<file path="src/rtl/irq_stat_pkg.sv">
package irq_stat_pkg;
  localparam int N_CAPT = 10;
  localparam int N_LVL  = 2;
  localparam int N_SRC  = N_CAPT + N_LVL;

  localparam int B_RX_UNDER = 0;
  localparam int B_RX_OVER  = 1;
  localparam int B_TX_OVER  = 2;
  localparam int B_RD_REQ   = 3;
  localparam int B_TX_ABORT = 4;
  localparam int B_RX_DONE  = 5;
  localparam int B_ACTIVITY = 6;
  localparam int B_STOP     = 7;
  localparam int B_START    = 8;
  localparam int B_GCALL    = 9;
  localparam int B_TX_LVL   = 10;
  localparam int B_RX_LVL   = 11;

  localparam int A_RAW      = 0;
  localparam int A_MASKED   = 1;
  localparam int A_MASK     = 2;
  localparam int A_ABORT    = 3;
  localparam int A_CLR_ALL  = 4;
  localparam int A_CLR_BASE = 5;
endpackage

</file>
<file path="src/rtl/irq_event_latch.sv">
module irq_event_latch #(
  parameter int N = 10
) (
  input  logic         clk_i,
  input  logic         rst_ni,
  input  logic [N-1:0] set_i,
  input  logic [N-1:0] clr_i,
  output logic [N-1:0] q_o
);
  for (genvar i = 0; i < N; i++) begin : g_bit
    logic q_d, q_q;

    // a new event wins over a clear in the same cycle
    always_comb begin
      q_d = q_q;
      if (clr_i[i]) q_d = 1'b0;
      if (set_i[i]) q_d = 1'b1;
    end

    always_ff @(posedge clk_i or negedge rst_ni) begin
      if (!rst_ni) q_q <= 1'b0;
      else         q_q <= q_d;
    end

    assign q_o[i] = q_q;

    a_r2_event_sets: assert property (@(posedge clk_i) disable iff (!rst_ni)
      set_i[i] |=> q_o[i]);
    a_r3_clear_drops: assert property (@(posedge clk_i) disable iff (!rst_ni)
      (clr_i[i] && !set_i[i]) |=> !q_o[i]);
    a_r2_sticky: assert property (@(posedge clk_i) disable iff (!rst_ni)
      (q_o[i] && !clr_i[i]) |=> q_o[i]);
  end
endmodule

</file>
<file path="src/rtl/irq_abort_hold.sv">
module irq_abort_hold #(
  parameter int W = 16
) (
  input  logic         clk_i,
  input  logic         rst_ni,
  input  logic         load_i,
  input  logic [W-1:0] reason_i,
  input  logic         clr_i,
  output logic [W-1:0] word_o
);
  logic [W-1:0] word_d, word_q;
  logic         word_en;

  assign word_en = load_i | clr_i;

  always_comb begin
    word_d = word_q;
    if (clr_i)  word_d = '0;
    if (load_i) word_d = reason_i;
  end

  always_ff @(posedge clk_i or negedge rst_ni) begin
    if (!rst_ni)      word_q <= '0;
    else if (word_en) word_q <= word_d;
  end

  assign word_o = word_q;

  a_r8_load: assert property (@(posedge clk_i) disable iff (!rst_ni)
    load_i |=> (word_o == $past(reason_i)));
  a_r8_wipe: assert property (@(posedge clk_i) disable iff (!rst_ni)
    (clr_i && !load_i) |=> (word_o == '0));
  a_r8_hold: assert property (@(posedge clk_i) disable iff (!rst_ni)
    (!clr_i && !load_i) |=> $stable(word_o));
endmodule

</file>
<file path="src/rtl/irq_access_decode.sv">
module irq_access_decode
  import irq_stat_pkg::*;
#(
  parameter int ADDR_W  = 5,
  parameter int DATA_W  = 16,
  parameter int ABORT_W = 16
) (
  input  logic               rd_en_i,
  input  logic               wr_en_i,
  input  logic [ADDR_W-1:0]  addr_i,
  input  logic [N_SRC-1:0]   raw_i,
  input  logic [N_SRC-1:0]   masked_i,
  input  logic [N_SRC-1:0]   mask_i,
  input  logic [ABORT_W-1:0] abort_i,
  output logic [DATA_W-1:0]  rd_data_o,
  output logic [N_CAPT-1:0]  clr_o,
  output logic               abort_clr_o,
  output logic               mask_we_o
);
  logic clr_all;

  assign clr_all     = rd_en_i && (addr_i == ADDR_W'(A_CLR_ALL));
  assign abort_clr_o = rd_en_i && (addr_i == ADDR_W'(A_CLR_BASE + B_TX_ABORT));
  assign mask_we_o   = wr_en_i && (addr_i == ADDR_W'(A_MASK));

  for (genvar i = 0; i < N_CAPT; i++) begin : g_clr
    assign clr_o[i] = clr_all || (rd_en_i && (addr_i == ADDR_W'(A_CLR_BASE + i)));
  end

  always_comb begin
    rd_data_o = '0;
    unique case (addr_i)
      ADDR_W'(A_RAW):     rd_data_o[N_SRC-1:0]   = raw_i;
      ADDR_W'(A_MASKED):  rd_data_o[N_SRC-1:0]   = masked_i;
      ADDR_W'(A_MASK):    rd_data_o[N_SRC-1:0]   = mask_i;
      ADDR_W'(A_ABORT):   rd_data_o[ABORT_W-1:0] = abort_i;
      ADDR_W'(A_CLR_ALL): rd_data_o[N_SRC-1:0]   = raw_i;
      default: begin
        for (int i = 0; i < N_CAPT; i++)
          if (addr_i == ADDR_W'(A_CLR_BASE + i)) rd_data_o[0] = raw_i[i];
      end
    endcase
  end
endmodule

</file>
<file path="src/rtl/irq_status_unit.sv">
module irq_status_unit
  import irq_stat_pkg::*;
#(
  parameter int ADDR_W  = 5,
  parameter int DATA_W  = 16,
  parameter int ABORT_W = 16
) (
  input  logic               clk_i,
  input  logic               rst_ni,
  input  logic               ctrl_en_i,
  input  logic [N_CAPT-1:0]  evt_i,
  input  logic               tx_lvl_i,
  input  logic               rx_lvl_i,
  input  logic [ABORT_W-1:0] abort_reason_i,
  input  logic               rd_en_i,
  input  logic               wr_en_i,
  input  logic [ADDR_W-1:0]  addr_i,
  input  logic [N_SRC-1:0]   wr_data_i,
  output logic [DATA_W-1:0]  rd_data_o,
  output logic               irq_o
);
  logic [N_CAPT-1:0]  capt_q;
  logic [N_CAPT-1:0]  clr_vec;
  logic [N_LVL-1:0]   lvl_q;
  logic [N_SRC-1:0]   raw, masked;
  logic [N_SRC-1:0]   mask_d, mask_q;
  logic [ABORT_W-1:0] abort_word;
  logic               abort_clr, mask_we;
  logic               irq_d, irq_q;

  irq_event_latch #(.N(N_CAPT)) i_latch (
    .clk_i (clk_i),
    .rst_ni(rst_ni),
    .set_i (evt_i),
    .clr_i (clr_vec),
    .q_o   (capt_q)
  );

  irq_abort_hold #(.W(ABORT_W)) i_abort (
    .clk_i   (clk_i),
    .rst_ni  (rst_ni),
    .load_i  (evt_i[B_TX_ABORT]),
    .reason_i(abort_reason_i),
    .clr_i   (abort_clr),
    .word_o  (abort_word)
  );

  irq_access_decode #(.ADDR_W(ADDR_W), .DATA_W(DATA_W), .ABORT_W(ABORT_W)) i_dec (
    .rd_en_i    (rd_en_i),
    .wr_en_i    (wr_en_i),
    .addr_i     (addr_i),
    .raw_i      (raw),
    .masked_i   (masked),
    .mask_i     (mask_q),
    .abort_i    (abort_word),
    .rd_data_o  (rd_data_o),
    .clr_o      (clr_vec),
    .abort_clr_o(abort_clr),
    .mask_we_o  (mask_we)
  );

  // level sources are resampled every cycle and never cleared
  always_ff @(posedge clk_i or negedge rst_ni) begin
    if (!rst_ni) lvl_q <= '0;
    else         lvl_q <= {rx_lvl_i, tx_lvl_i};
  end

  assign raw    = {lvl_q, capt_q};
  assign masked = raw & mask_q;

  assign mask_d = wr_data_i;
  always_ff @(posedge clk_i or negedge rst_ni) begin
    if (!rst_ni)      mask_q <= '1;
    else if (mask_we) mask_q <= mask_d;
  end

  assign irq_d = ctrl_en_i & (|masked);
  always_ff @(posedge clk_i or negedge rst_ni) begin
    if (!rst_ni) irq_q <= 1'b0;
    else         irq_q <= irq_d;
  end

  assign irq_o = irq_q;

  a_r7_off_when_disabled: assert property (@(posedge clk_i) disable iff (!rst_ni)
    !ctrl_en_i |=> !irq_o);
  a_r6_zero_mask_silent: assert property (@(posedge clk_i) disable iff (!rst_ni)
    (mask_q == '0) |=> !irq_o);
  a_r7_follows_status: assert property (@(posedge clk_i) disable iff (!rst_ni)
    (ctrl_en_i && (raw[B_STOP] && mask_q[B_STOP])) |=> irq_o);
  a_r5_level_track: assert property (@(posedge clk_i) disable iff (!rst_ni)
    1'b1 |=> (raw[B_RX_LVL:B_TX_LVL] == $past({rx_lvl_i, tx_lvl_i})));
endmodule

</file>
<file path="config.mk">
export PLATFORM = sky130hd
export DESIGN_NAME = irq_status_unit
export DESIGN_NICKNAME = d
export VERILOG_FILES = /design/src/rtl/irq_stat_pkg.sv /design/src/rtl/irq_event_latch.sv /design/src/rtl/irq_abort_hold.sv /design/src/rtl/irq_access_decode.sv /design/src/rtl/irq_status_unit.sv
export SDC_FILE = /design/constraint.sdc
export NUM_CORES = 1
export LEC_CHECK = 0
export ABC_AREA = 1
export BUFFER_PORTS_ARGS = -buffer_cell sky130_fd_sc_hd__buf_2
export CAP_MARGIN = 20
export CORE_ASPECT_RATIO = 0.8
export CORE_MARGIN = 2
export CORE_UTILIZATION = 57
export DETAILED_ROUTE_END_ITERATION = 6
export MAX_ROUTING_LAYER = met4
export PLACE_DENSITY = 0.83
export SETUP_SLACK_MARGIN = 0.1
export SLEW_MARGIN = 40
export SYNTH_ARGS = -nofsm -noshare
export SYNTH_HDL_FRONTEND = slang
export SYNTH_HIERARCHICAL = 1
export SYNTH_SLANG_ARGS = --single-unit
</file>
<file path="constraint.sdc">
create_clock -name clk_i -period 3 [get_ports clk_i]
set_clock_uncertainty 0.2 [all_clocks]
set_input_delay 0.15 -clock clk_i [delete_from_list [all_inputs] [get_ports clk_i]]
set_output_delay 0.15 -clock clk_i [all_outputs]
set_load 0.01 [all_outputs]
</file>
==> reports/qor.yml <==
status: "finished, final reports clean"
fin_tns_setup_ps: 0
crit_type: "input port to register"
wl_per_cell_um: 13.3
endpoint_kind: "register"
cp.required_ps: 3020
hold_start: "evt_i[4]"
synth_xor_xnor_area_share_pct: 0
die_y_um: 63.8
routed_wl_um: 6560
cp_max_fo: 12
rows: 21
cp_data_arrival_time_ps: 2150
die_w_um: 78.7
synth_compound_area_share_pct: 2.70
r2r-start: "i_latch/g_bit[0].q_q"
io_pins: 67
nets: 486
post_cts_buffers: 0
synthArstFlopShare_pct: 100
grt_max_degree: 42
synth_simple_gate_area_share_pct: 35.0
irDropWorstVdd_mv: 0.296
core_um2: 4230
antennaDiodeCount: 0
synth_fp_nets: 392
grt_pass1_vias: 2460
drc: 0
gr-total-overflow: 0
synthTopCellsByCount: "nand2_1, inv_1, nand3_1"
crit_chain: "buf_2 > inv_1 > nand3_1 > inv_1 > nand2_1 > nor2_1 > buf_4 > mux2_4"
crit_slowest_cell: "nor2_1"
worstMarginPinSlew_ps: 572
p_total_mw: 1.33
htree_levels: 2
cpPeakStageDelay_ps: 470
worst-path-buf-inv: 4
ys_seq_area_share_pct: 40.9
fin_crit_ps: 2130
reg2reg_depth: 3
area_growth_pct: 29.7
place_area_um2: 2800
rsz0062_at_grt: "false"
finalHoldViolCount: 0
yosysMostFrequentCell: "nand2_1"
hpwl_um: 4280
fmax_mhz: 470
regArea_um2: 1040
regToRegSetupSlack_ps: 1620
layout-drive-gt1-share_pct: 25.2
final_area_um2: 3300
cts.sinks: 41
multi_input_area_um2: 1130
holdPathStages: 3
synthAdderAreaFrac_pct: 0
hold_path.class: "input port to register"
drtIter0Drc: 216
setup_viol: 0
ys_ff_latch: 41
ctsRootBufferMaster: "clkbuf_8"
slew_violations: 0
hold_end: "i_latch/g_bit[4].q_q"
ys_top_cells_by_area: "dfrtp_1, nand2_1, dfstp_2"
p_per_area_nw_per_um2: 403
synth_top_flop_cell: "dfrtp_1"
grt_pass1_wl_um: 11200
start_util_pct: 60.2
crit_family: "buffers and inverters"
track_usage_pct: 29.7
dieArea_um2: 5020
synth_top_family_by_area: "simple AND/OR/NAND/NOR gates"
antenna_found_initial: 0
yosysUniqueCellTypes: 26
cts_buffers: 5
clk_pin_slew_ps: 80
clk_latency_ps: 300
tritoncts: "yes"
num_vias: 2491
gp_congestion: 1.02
numPortBuffers: 66
synth_area_leader_cell: "dfrtp_1"
synth_area_um2: 2550
leakagePower_nw: 1.80
cp-start-kind: "input port"
timing.critical_path.mode_cell: "inv_1"
synth_mux_area_share_pct: 6.78
dr.pass1.iters: 4
clock_path_buffers: 2
avgSynthCellArea_um2: 7.45
r2r_end: "i_latch/g_bit[0].q_q"
synth_top_area_share_pct: 28.5
synth_edf_count: 0
antenna_left: 0
drt-vias-per-instance: 5.04
finalCritPeriodShare_pct: 70.9
cap_violations: 0
nFillCells: 319
yosysWarnings: 6
relSlewSlack_pct: 61.7
syn_inst: 342
## what timing repair did
action | CTS | global route
endpoints found under the hold margin | 81 | 0
hold buffers | 42 | 0
resized for setup | 0 | 0
## cell usage in the layout (no fill, tap or decap), drive strengths merged
| cell | count |
|---|---|
| dfstp | 12 |
| mux2 | 12 |
| clkbuf | 5 |
| dlygate4sd3 | 42 |
| o22ai | 1 |
| clkinv | 2 |
| o21ai | 3 |
| a21oi | 3 |
| nand4 | 10 |
| o2111ai | 2 |
| nor3 | 1 |
| inv | 54 |
| buf | 68 |
| nand2 | 117 |
| o31ai | 1 |
| nand3 | 48 |
| dfrtp | 29 |
| o211ai | 1 |
| nor2 | 25 |
| clkinvlp | 1 |
## state kept, by name (all words and copies together) (netlist names)
signal and flops:
i_abort/word_o 16, mask_q 12, i_latch/g_bit.q_q 10, lvl_q 2, irq_o 1
## routing by layer
| metal | vias to the layer above | wire (µm) | GRT usage, % |
|---|---|---|---|
| met5 | - | 0 | - |
| met4 | 0 | 148 | 11.8 |
| met3 | 12 | 305 | 5.37 |
| met2 | 85 | 3050 | 46.9 |
| met1 | 1151 | 3060 | 38.3 |
| li1 | 1243 | - | - |
## worst max path at each step
stage	start	to	slack (ps)	cells after the start
final	addr_i[4]	mask_q[0]	870	8
after global routing	addr_i[4]	mask_q[8]	710	8
after CTS	addr_i[4]	mask_q[0]	950	8
after detailed placement	addr_i[4]	mask_q[8]	630	8
after global placement	addr_i[4]	mask_q[10]	790	8
after floorplan	addr_i[4]	mask_q[0]	1500	7
## layout make-up
cell class	count	area share (%)
sequential	41	31.5
inverter	54	6.14
multi-input combinational	224	34.3
timing repair buffer	110	23.3
clock buffer	5	2.08
tap	57	2.16
clock inverter	3	0.530
## cell families (layout without fill, tap and decap cells)
| family | Yosys count | after routing |
|---|---|---|
| DFF | 41 | 41 |
| and+or+nand+nor | 201 | 201 |
| buffers and inverters | 77 | 172 |
| AOI/OAI and AO/OA | 11 | 11 |
| muxes | 12 | 12 |
## power breakdown
group / total [mW] / internal (mW) / switching, mW
logic: 0.297 / 0.147 / 0.150
registers: 0.682 / 0.634 / 0.0479
clock network: 0.354 / 0.161 / 0.193
total: 1.33 / 0.942 / 0.391
## worst register-to-register path: stages (launching register included)
cell	delay, ps
dfrtp_1	420
nand2_1	80
nand2_1	40
dlygate4sd3_1	540
## per-stage QoR
step	cells	hold slack (ps)	setup slack, ps	util (%)
6_report	494	66.6	872	78.1
5_1_grt	494	94.4	706	78.1
4_1_cts	494	50.2	947	78.1
3_5_place_dp	444	-47.2	630	66.1
3_3_place_gp	444	59.0	789	66.0
2_1_floorplan	342	-346	1500	-
No activity file was read; power rests on OpenSTA's default activity.
